[config.mk]
export PLATFORM = sky130hd
export DESIGN_NAME = cmp_branch_unit
export DESIGN_NICKNAME = d
export VERILOG_FILES = /design/src/rtl/cbu_pkg.sv /design/src/rtl/cbu_relation.sv /design/src/rtl/cbu_flag_reg.sv /design/src/rtl/cbu_branch_eval.sv /design/src/rtl/cmp_branch_unit.sv
export SDC_FILE = /design/constraint.sdc
export NUM_CORES = 1
export LEC_CHECK = 0
export BUFFER_PORTS_ARGS = -buffer_cell sky130_fd_sc_hd__buf_4
export CORE_MARGIN = 5
export CORE_UTILIZATION = 52
export DETAILED_ROUTE_END_ITERATION = 10
export GPL_ROUTABILITY_DRIVEN = 0
export PLACE_DENSITY = 0.84
export SLEW_MARGIN = 10
export SYNTH_ARGS = -nofsm -noshare
export SYNTH_HDL_FRONTEND = slang
export SYNTH_SLANG_ARGS = --single-unit
export TNS_END_PERCENT = 50
[constraint.sdc]
create_clock -name clk -period 6.8 [get_ports clk]
set_input_delay 1.36 -clock clk [delete_from_list [all_inputs] [get_ports clk]]
set_output_delay 1.36 -clock clk [all_outputs]
set_load 0.05 [all_outputs]
[src/rtl/cbu_pkg.sv]
package cbu_pkg;

   localparam int unsigned REL_FLAG_N  = 5;
   localparam int unsigned COND_W      = 4;
   localparam int unsigned COND_LEGAL  = 10;

   // bit 0 eq, 1 lt, 2 gt, 3 ltu, 4 gtu
   typedef struct packed {
      logic gtu;
      logic ltu;
      logic gt;
      logic lt;
      logic eq;
   } rel_flags_t;

   typedef enum logic [COND_W-1:0] {
      CND_EQ  = 4'd0,
      CND_NE  = 4'd1,
      CND_LT  = 4'd2,
      CND_GT  = 4'd3,
      CND_LTU = 4'd4,
      CND_GTU = 4'd5,
      CND_GE  = 4'd6,
      CND_LE  = 4'd7,
      CND_GEU = 4'd8,
      CND_LEU = 4'd9
   } cond_e;

   function automatic logic cond_holds(input logic [COND_W-1:0] code,
                                       input rel_flags_t f);
      logic r;
      case (code)
         CND_EQ:  r = f.eq;
         CND_NE:  r = !f.eq;
         CND_LT:  r = f.lt;
         CND_GT:  r = f.gt;
         CND_LTU: r = f.ltu;
         CND_GTU: r = f.gtu;
         CND_GE:  r = f.gt  | f.eq;
         CND_LE:  r = f.lt  | f.eq;
         CND_GEU: r = f.gtu | f.eq;
         CND_LEU: r = f.ltu | f.eq;
         default: r = 1'b0;
      endcase
      return r;
   endfunction

endpackage

[src/rtl/cbu_relation.sv]
module cbu_relation
   import cbu_pkg::*;
#(
   parameter int unsigned DATA_W      = 32,
   parameter bit          USE_SUB_CMP = 1'b1
) (
   input  logic [DATA_W-1:0] lhs_i,
   input  logic [DATA_W-1:0] rhs_i,
   output rel_flags_t        rel_o
);
   localparam int unsigned MSB = DATA_W - 1;

   generate
      if (DATA_W < 2) begin : g_bad_width
         $error("cbu_relation: DATA_W must be at least 2");
      end

      if (USE_SUB_CMP) begin : g_sub
         // one borrow chain feeds both orders
         logic [DATA_W:0] diff;
         logic            borrow;
         logic            same_sign;
         always_comb begin
            diff      = {1'b0, lhs_i} - {1'b0, rhs_i};
            borrow    = diff[DATA_W];
            same_sign = (lhs_i[MSB] == rhs_i[MSB]);
            rel_o.eq  = (diff[MSB:0] == '0);
            rel_o.ltu = borrow;
            rel_o.gtu = !borrow && !rel_o.eq;
            rel_o.lt  = same_sign ? borrow : lhs_i[MSB];
            rel_o.gt  = !rel_o.lt && !rel_o.eq;
         end
      end else begin : g_native
         always_comb begin
            rel_o.eq  = (lhs_i == rhs_i);
            rel_o.ltu = (lhs_i < rhs_i);
            rel_o.gtu = (lhs_i > rhs_i);
            rel_o.lt  = ($signed(lhs_i) < $signed(rhs_i));
            rel_o.gt  = ($signed(lhs_i) > $signed(rhs_i));
         end
      end
   endgenerate

endmodule

[src/rtl/cbu_flag_reg.sv]
module cbu_flag_reg
   import cbu_pkg::*;
#(
   parameter int unsigned DATA_W = 32
) (
   input  logic              clk,
   input  logic              rst_n,
   input  logic              load_i,
   input  rel_flags_t        rel_i,
   input  logic [DATA_W-1:0] lhs_i,
   input  logic [DATA_W-1:0] rhs_i,
   output rel_flags_t        flags_o
);
   localparam int unsigned MSB = DATA_W - 1;

   rel_flags_t flags_q;

   always_ff @(posedge clk or negedge rst_n) begin
      if (!rst_n) begin
         flags_q <= '0;
      end else if (load_i) begin
         flags_q <= rel_i;
      end
   end

   assign flags_o = flags_q;


   flags_hold_chk: assert property (@(posedge clk) disable iff (!rst_n)
      !load_i |=> $stable(flags_q));


   eq_follow_chk: assert property (@(posedge clk) disable iff (!rst_n)
      load_i |=> (flags_q.eq == ($past(lhs_i) == $past(rhs_i))));


   signed_excl_chk: assert property (@(posedge clk) disable iff (!rst_n)
      $onehot0({flags_q.eq, flags_q.lt, flags_q.gt}));


   unsigned_excl_chk: assert property (@(posedge clk) disable iff (!rst_n)
      $onehot0({flags_q.eq, flags_q.ltu, flags_q.gtu}));

   // equal signs make both orders agree
   order_agree_chk: assert property (@(posedge clk) disable iff (!rst_n)
      (load_i && (lhs_i[MSB] == rhs_i[MSB])) |=> (flags_q.lt == flags_q.ltu));

endmodule

[src/rtl/cbu_branch_eval.sv]
module cbu_branch_eval
   import cbu_pkg::*;
#(
   parameter int unsigned ADDR_W = 32,
   parameter int unsigned INSN_W = 16,
   parameter int unsigned OFS_W  = 10
) (
   input  logic              clk,
   input  logic              rst_n,
   input  logic              valid_i,
   input  logic [INSN_W-1:0] insn_i,
   input  logic [ADDR_W-1:0] addr_i,
   input  rel_flags_t        flags_i,
   output logic              taken_o,
   output logic [ADDR_W-1:0] next_o,
   output logic              illegal_o
);
   localparam int unsigned COND_LSB  = OFS_W;
   localparam int unsigned COND_MSB  = OFS_W + COND_W - 1;
   localparam int unsigned FORM_HI   = INSN_W - 1;
   localparam int unsigned FORM_LO   = INSN_W - 2;
   localparam int unsigned EXT_W     = ADDR_W - OFS_W - 1;
   localparam int unsigned INSN_STEP = INSN_W / 8;

   generate
      if (COND_MSB >= FORM_LO) begin : g_bad_fields
         $error("cbu_branch_eval: condition and offset overlap the form bits");
      end
      if (ADDR_W <= OFS_W + 1) begin : g_bad_addr
         $error("cbu_branch_eval: ADDR_W too small for the scaled offset");
      end
   endgenerate

   logic              is_branch;
   logic [COND_W-1:0] code;
   logic              legal;
   logic [ADDR_W-1:0] disp;
   logic [ADDR_W-1:0] seq_addr;
   logic [ADDR_W-1:0] tgt_addr;

   always_comb begin
      is_branch = valid_i && insn_i[FORM_HI] && insn_i[FORM_LO];
      code      = insn_i[COND_MSB:COND_LSB];
      legal     = (code < COND_W'(COND_LEGAL));
      disp      = {{EXT_W{insn_i[OFS_W-1]}}, insn_i[OFS_W-1:0], 1'b0};
      seq_addr  = addr_i + ADDR_W'(INSN_STEP);
      tgt_addr  = addr_i + disp;
      taken_o   = is_branch && legal && cond_holds(code, flags_i);
      illegal_o = is_branch && !legal;
      next_o    = taken_o ? tgt_addr : seq_addr;
   end


   illegal_not_taken_chk: assert property (@(posedge clk) disable iff (!rst_n)
      illegal_o |-> !taken_o);


   fallthrough_chk: assert property (@(posedge clk) disable iff (!rst_n)
      !taken_o |-> (next_o == addr_i + ADDR_W'(INSN_STEP)));


   non_branch_quiet_chk: assert property (@(posedge clk) disable iff (!rst_n)
      !(valid_i && insn_i[FORM_HI] && insn_i[FORM_LO]) |-> (!taken_o && !illegal_o));

endmodule

[src/rtl/cmp_branch_unit.sv]
module cmp_branch_unit
   import cbu_pkg::*;
#(
   parameter int unsigned DATA_W      = 32,
   parameter int unsigned ADDR_W      = 32,
   parameter int unsigned INSN_W      = 16,
   parameter int unsigned OFS_W       = 10,
   parameter bit          USE_SUB_CMP = 1'b1
) (
   input  logic                  clk,
   input  logic                  rst_n,
   input  logic                  cmp_valid_i,
   input  logic [DATA_W-1:0]     cmp_lhs_i,
   input  logic [DATA_W-1:0]     cmp_rhs_i,
   input  logic                  br_valid_i,
   input  logic [INSN_W-1:0]     br_insn_i,
   input  logic [ADDR_W-1:0]     br_addr_i,
   output logic [REL_FLAG_N-1:0] flags_o,
   output logic                  br_taken_o,
   output logic [ADDR_W-1:0]     br_next_o,
   output logic                  br_illegal_o
);
   rel_flags_t rel_now;
   rel_flags_t flags_held;

   cbu_relation #(
      .DATA_W      (DATA_W),
      .USE_SUB_CMP (USE_SUB_CMP)
   ) u_relation (
      .lhs_i (cmp_lhs_i),
      .rhs_i (cmp_rhs_i),
      .rel_o (rel_now)
   );

   cbu_flag_reg #(
      .DATA_W (DATA_W)
   ) u_flags (
      .clk     (clk),
      .rst_n   (rst_n),
      .load_i  (cmp_valid_i),
      .rel_i   (rel_now),
      .lhs_i   (cmp_lhs_i),
      .rhs_i   (cmp_rhs_i),
      .flags_o (flags_held)
   );

   // branch sees the registered flags only
   cbu_branch_eval #(
      .ADDR_W (ADDR_W),
      .INSN_W (INSN_W),
      .OFS_W  (OFS_W)
   ) u_branch (
      .clk       (clk),
      .rst_n     (rst_n),
      .valid_i   (br_valid_i),
      .insn_i    (br_insn_i),
      .addr_i    (br_addr_i),
      .flags_i   (flags_held),
      .taken_o   (br_taken_o),
      .next_o    (br_next_o),
      .illegal_o (br_illegal_o)
   );

   assign flags_o = flags_held;

endmodule

# Yosys cells after proc, flatten, opt, wreduce, memory -nomap -nowiden
# Cells that the tools add are included.
[op_classes] n_reduce_logical=14 n_bitwise=4 addsub=3 order_cmp=1 n_mux=3 eq_ne=10
[op_table] cell="32-bit by 32-bit subtractor with 33-bit output" count=1
[op_table] cell="32-bit by 2-bit adder with 32-bit output, second input constant" count=1
[op_table] cell="32-bit adder" count=1
[op_table] cell="32-bit logical NOT" count=1
[op_table] cell="32-bit 2-to-1 mux" count=1
[op_table] cell="4-bit by 3-bit == test with 1-bit output, second input constant" count=4
[op_table] cell="1-bit case mux with 10 select lines" count=1
[op_table] cell="4-bit by 2-bit == test with 1-bit output, second input constant" count=2
[op_table] cell="4-bit == test, second input constant" count=2
[op_table] cell="1-bit logical AND" count=7
[op_table] cell="1-bit logical NOT" count=5
[op_table] cell="4-bit by 1-bit == test with 1-bit output, second input constant" count=1
[op_table] cell="4-bit logical NOT" count=1
[op_table] cell="4-bit less-than comparator, second input constant" count=1
[op_table] cell="1-bit OR" count=4
[op_table] cell="1-bit == test" count=1
[op_table] cell="1-bit 2-to-1 mux" count=1
[totals] register_bits=5 input_bits=116 word_cells=40

# Longest topological paths before layout
[logic_depth] depth_word=5 ltp_mapped=19 depth_no_buf=18

# Cells and area by module
# From an unflattened synthesis, not the netlist that was laid out.
[unflattened] hier_cells=611 area_unflattened_um2=4296.6
[modules_own_cells] module="cbu_relation" instances=1 area_per_inst_um2=2427.3 cells_per_inst=368
[modules_own_cells] module="cbu_branch_eval" instances=1 area_per_inst_um2=1687.9 cells_per_inst=233
[modules_own_cells] module="cbu_flag_reg" instances=1 area_per_inst_um2=181.4 cells_per_inst=10

# Worst setup path after synthesis
# No wires, ideal clock.
[synth_timing] kind="input to output" startpoint="input br_insn_i[11]" endpoint="output br_next_o[24]" slack_ns=0.063 arrival_ns=5.377 t_required_ns=5.440 cell_stages=17 path_cell_list="mux4_2 -> o22ai_1 -> o21ai_0 -> and3b_1 -> clkbuf_1 -> and2_1 -> ha_1 -> clkbuf_1 -> a21o_1 -> a21o_1 -> a21o_1 -> a22oi_1 -> a31oi_1 -> or3_1 -> a31o_2 -> a21oi_1 -> xnor2_1"
[synth_between] elab_chain_len=4 elab_cells_between_ends=15 cone_classes="1 x order compare; 9 x eq/ne; 2 x mux; 3 x reduce/logical"
[synth_rtl] element="start, declared" line_no="cmp_branch_unit.sv:16" source="input logic [INSN_W-1:0] br_insn_i,"
[synth_rtl] element="4-bit == test (tied with other cells)" line_no="cbu_pkg.sv:32" source="case (code)"
[synth_rtl] element="1-bit case mux with 10 select lines / 1-bit logical AND (equally long branches)" line_no="cbu_pkg.sv:32, cbu_branch_eval.sv:48"
[synth_rtl] element="1-bit logical AND *" line_no="cbu_branch_eval.sv:48" source="taken_o = is_branch && legal && cond_holds(code, flags_i);"
[synth_rtl] element="named net br_taken_o" line_no="cmp_branch_unit.sv:19" source="output logic br_taken_o,"
[synth_rtl] element="32-bit 2-to-1 mux *" line_no="cbu_branch_eval.sv:50" source="next_o = taken_o ? tgt_addr : seq_addr;"
[synth_rtl] element="end, declared" line_no="cmp_branch_unit.sv:20" source="output logic [ADDR_W-1:0] br_next_o,"
# The timed path passes the listed nets; every way through them passes the cells marked *.

# Worst setup path after layout
[layout_timing] startpoint="input br_insn_i[11]" endpoint="output br_next_o[24]"
[layout_between] elab_chain_len=4 elab_cells_between_ends=15 cone_classes="1 x order compare; 9 x eq/ne; 2 x mux; 3 x reduce/logical"
[layout_rtl] element="4-bit == test (tied with other cells)" line_no="cbu_pkg.sv:32"
[layout_rtl] element="1-bit case mux with 10 select lines / 1-bit logical AND (equally long branches)" line_no="cbu_pkg.sv:32, cbu_branch_eval.sv:48"
[layout_rtl] element="1-bit logical AND *" line_no="cbu_branch_eval.sv:48"
[layout_rtl] element="32-bit 2-to-1 mux *" line_no="cbu_branch_eval.sv:50"
# Every way passes the cells marked *; elsewhere a longest branch is shown, timed or not.

==> metrics.md <==
| Metric | Value |
|---|---|
| Status | `completed` |
| CTS clk-pin slew, worst paths | `30 ps` |
| Cells after synthesis | `approximately 580` |
| Final Skew | `0 ps` |
| Final Hold Violating Endpoints | `0` |
| Max Fanout on Critical Path | `11` |
| Share of layout cells above drive strength 1 | `25.1%` |
| Grt ovf | `0` |
| Number of global-route vias before repair | `4867` |
| Final cell count without fillers | `just over 800` |
| Total CTS buffers | `3` |
| Area share of and/or/nand/nor cells after synthesis | `24.4%` |
| Gate power share | `just over 80%` |
| Internal | `0.252 mW` |
| Synth warn | `0` |
| Leakage | `2.74 nW` |
| TritonCTS clock tree | `built` |
| DR vias/cell | `6.14` |
| Root buf cell | `clkbuf_8` |
| Commonest cells post-synth | `ha_1, inv_1, a21oi_1` |
| Core area | `7650 um2` |
| Worst slew pin tran | `between 600 and 700 ps` |
| Final HPWL DP | `10900 um` |
| Register area | `125 um2` |
| Clk_lat worst skew | `220 ps` |
| Pwr/cell area | `97.9 nW/um2` |
| WHS | `587 ps` |
| GRT Total Usage | `25.1%` |
| Largest net degree at the start of global routing | `13` |
| Max-slew violation count | `0` |
| Switching pwr | `0.268 mW` |
| Top post-synthesis cells by area | `ha_1, a21oi_1, inv_1` |
| Synth Register Bits | `5` |
| Syn avg cell area | `6.93 um2` |
| Mux contribution to synthesized area | `around 1.5%` |
| Fmax | `between 0.15 and 0.2 GHz` |
| Critical path class | `in -> out` |
| Main combinational cell family by area after synthesis | `compound AO/OA/AOI/OAI gates` |
| CP startpoint kind | `input port` |
| Initial Util | `52.9%` |
| Antenna violations before repair | `0` |
| Max cap viols | `0` |
| 1st-iter DRT viols | `between 150 and 200` |
| Worst slew margin | `57.6%` |
| Crit path DAT | `approximately 5200 ps` |
| Port Buf Inserts | `152` |
| Placed Instances | `823` |
| ANT nets after route | `0` |
| Synth async-reset ratio | `between 90% and 100%` |
| Post-synthesis compound-gate area fraction | `36.9%` |
| Synth Area in XOR/XNOR | `slightly below 7%` |
| Cell with the most instances after synthesis | `ha_1` |
| VDD IR max | `0.0000449 V` |
| Final nets | `906` |
| Synthesized area | `4040 um2` |
| Number of remaining DRC errors | `0` |
| Filler cells | `between 600 and 700` |
| Via count | `approximately 5100` |
| Antenna cells | `0` |
| Shortest period the worst path allows | `6560 ps` |
| Worst min path class | `reg -> reg` |
| Mapped Nets | `between 700 and 800` |
| Crit. End Element | `output port` |
| I/O pin cnt | `155` |
| Clk sinks | `5` |
| Adder-Cell Fraction of Synth Area | `20.2%` |
| RSZ-0062 raised after global routing | `no` |
| Cell taking the most area after synthesis | `ha_1` |
| Setup TNS | `0 ps` |
| Die X | `between 90 and 100 um` |
| Cts hold-fix bufs | `0` |
| WL/cell | `about 16 um` |
| H-tree Lvls | `1` |
| Sequential Power Share | `7.2%` |
| Setup violators final | `0` |
| Top cell type's share of synthesized area | `19.2%` |
| Largest register FFs | `5` |
| Sw Share | `51.5%` |
| Die height | `98.2 um` |
| Distinct cells, synth | `75` |
| Tot Pwr | `0.521 mW` |
| Register area share after synthesis | `3.10%` |
| Primary FF master, synth | `dfrtp_1` |
| Drt pass-1 iters | `5` |
| Row count | `32` |
| First-pass GRT wire length | `21300 um` |
| Worst path required time | `5440 ps` |
| Clock buffer depth | `2` |
| P&R area growth vs syn | `31.5%` |
| Final Cycle Share | `96.5%` |
| Die Area | `9640 um2` |
| Clk pwr share | `10.6%` |
| Post-Route WL | `between 10000 and 15000 um` |
| Area occupied by multi-input gates | `3650 um2` |
| Number of enable flip-flop cells after synthesis | `0` |
-- area by class of cell --
class | count | share of cell area, %
clock buffer | 4 | 0.847
inverter | 58 | 4.10
multi-input combinational | 505 | 68.7
sequential | 5 | 2.35
tap | 102 | 2.40
timing repair buffer | 153 | 21.6
-- repair_timing --
action / CTS / global route
buffers inserted: 0 / 0
endpoints found under the setup margin: 0 / 4
gates resized for setup: 0 / 7
-- layer usage --
metal  track usage (%)  share of wire (%)  vias to the layer above
li1                  -                  -                     2487
met1              30.0                 40                     2335
met2              46.3                 50                      235
met3              4.14                8.5                       22
met4              6.51                1.6                        0
met5                 0                  0                        -
-- worst max-delay path: stages --
cell	delay (ps)
buf_4	110
mux4_2	490
o22ai_1	160
o21ai_0	100
and3b_2	280
and2_1	180
ha_1	360
a21o_1	210
a21o_1	170
a21o_1	200
a22oi_2	220
a31oi_1	160
or3_1	410
a31o_2	250
a21oi_1	170
xnor2_1	140
buf_4	220
-- cells by family after synthesis --
family          count (synthesis)
compound gates                215
xor+xnor                       32
fa+ha+maj                      64
buf+inv                        73
flops                           5
mux                             5
simple gates                  189
-- worst paths after layout --
check | end | from | depth (start not counted) | slack, ps
max | br_next_o[24] | br_insn_i[11] | 17 | 240
max in group asynchronous | u_flags.flags_o[0] | rst_n | 1 | 5770
min in group asynchronous | u_flags.flags_o[4] | rst_n | 1 | 930
max reg2reg | u_flags.flags_o[0] | u_flags.flags_o[0] | 2 | 5980
min | u_flags.flags_o[3] | u_flags.flags_o[3] | 2 | 590
min reg2reg | u_flags.flags_o[3] | u_flags.flags_o[3] | 2 | 590
-- cell usage in the layout (no fill, tap or decap), drive strengths merged, types with 7 or more instances in the layout --
master  count
and3        9
a211oi      9
o21ai      35
a21oi      59
xnor2      21
nor3       20
xor2       11
and2       12
nand4       9
buf       153
nand2      37
nand2b     11
o21a       12
inv        58
nor2b       7
ha         62
nand3      15
or3        11
a21o       19
nor2       37
-- through the flow --
stage	utilization, %	setup slack (ps)	area [um2]
floorplan	-	62.9	4040
global placement	68.7	269	5260
detailed placement	68.7	156	5260
CTS	69.3	144	5300
global route	69.5	6.85	5320
finish	69.5	236	5320
-- power by group through the flow --
stage / clock [mW] / combinational, mW / sequential, mW
floorplan: 0 / 0.279 / 0.0484
global placement: 0 / 0.413 / 0.0371
detailed placement: 0 / 0.423 / 0.0375
CTS: 0.0564 / 0.425 / 0.0373
global route: 0.0584 / 0.466 / 0.0380
finish: 0.0551 / 0.428 / 0.0373
Power figures use the tool's default switching activity.
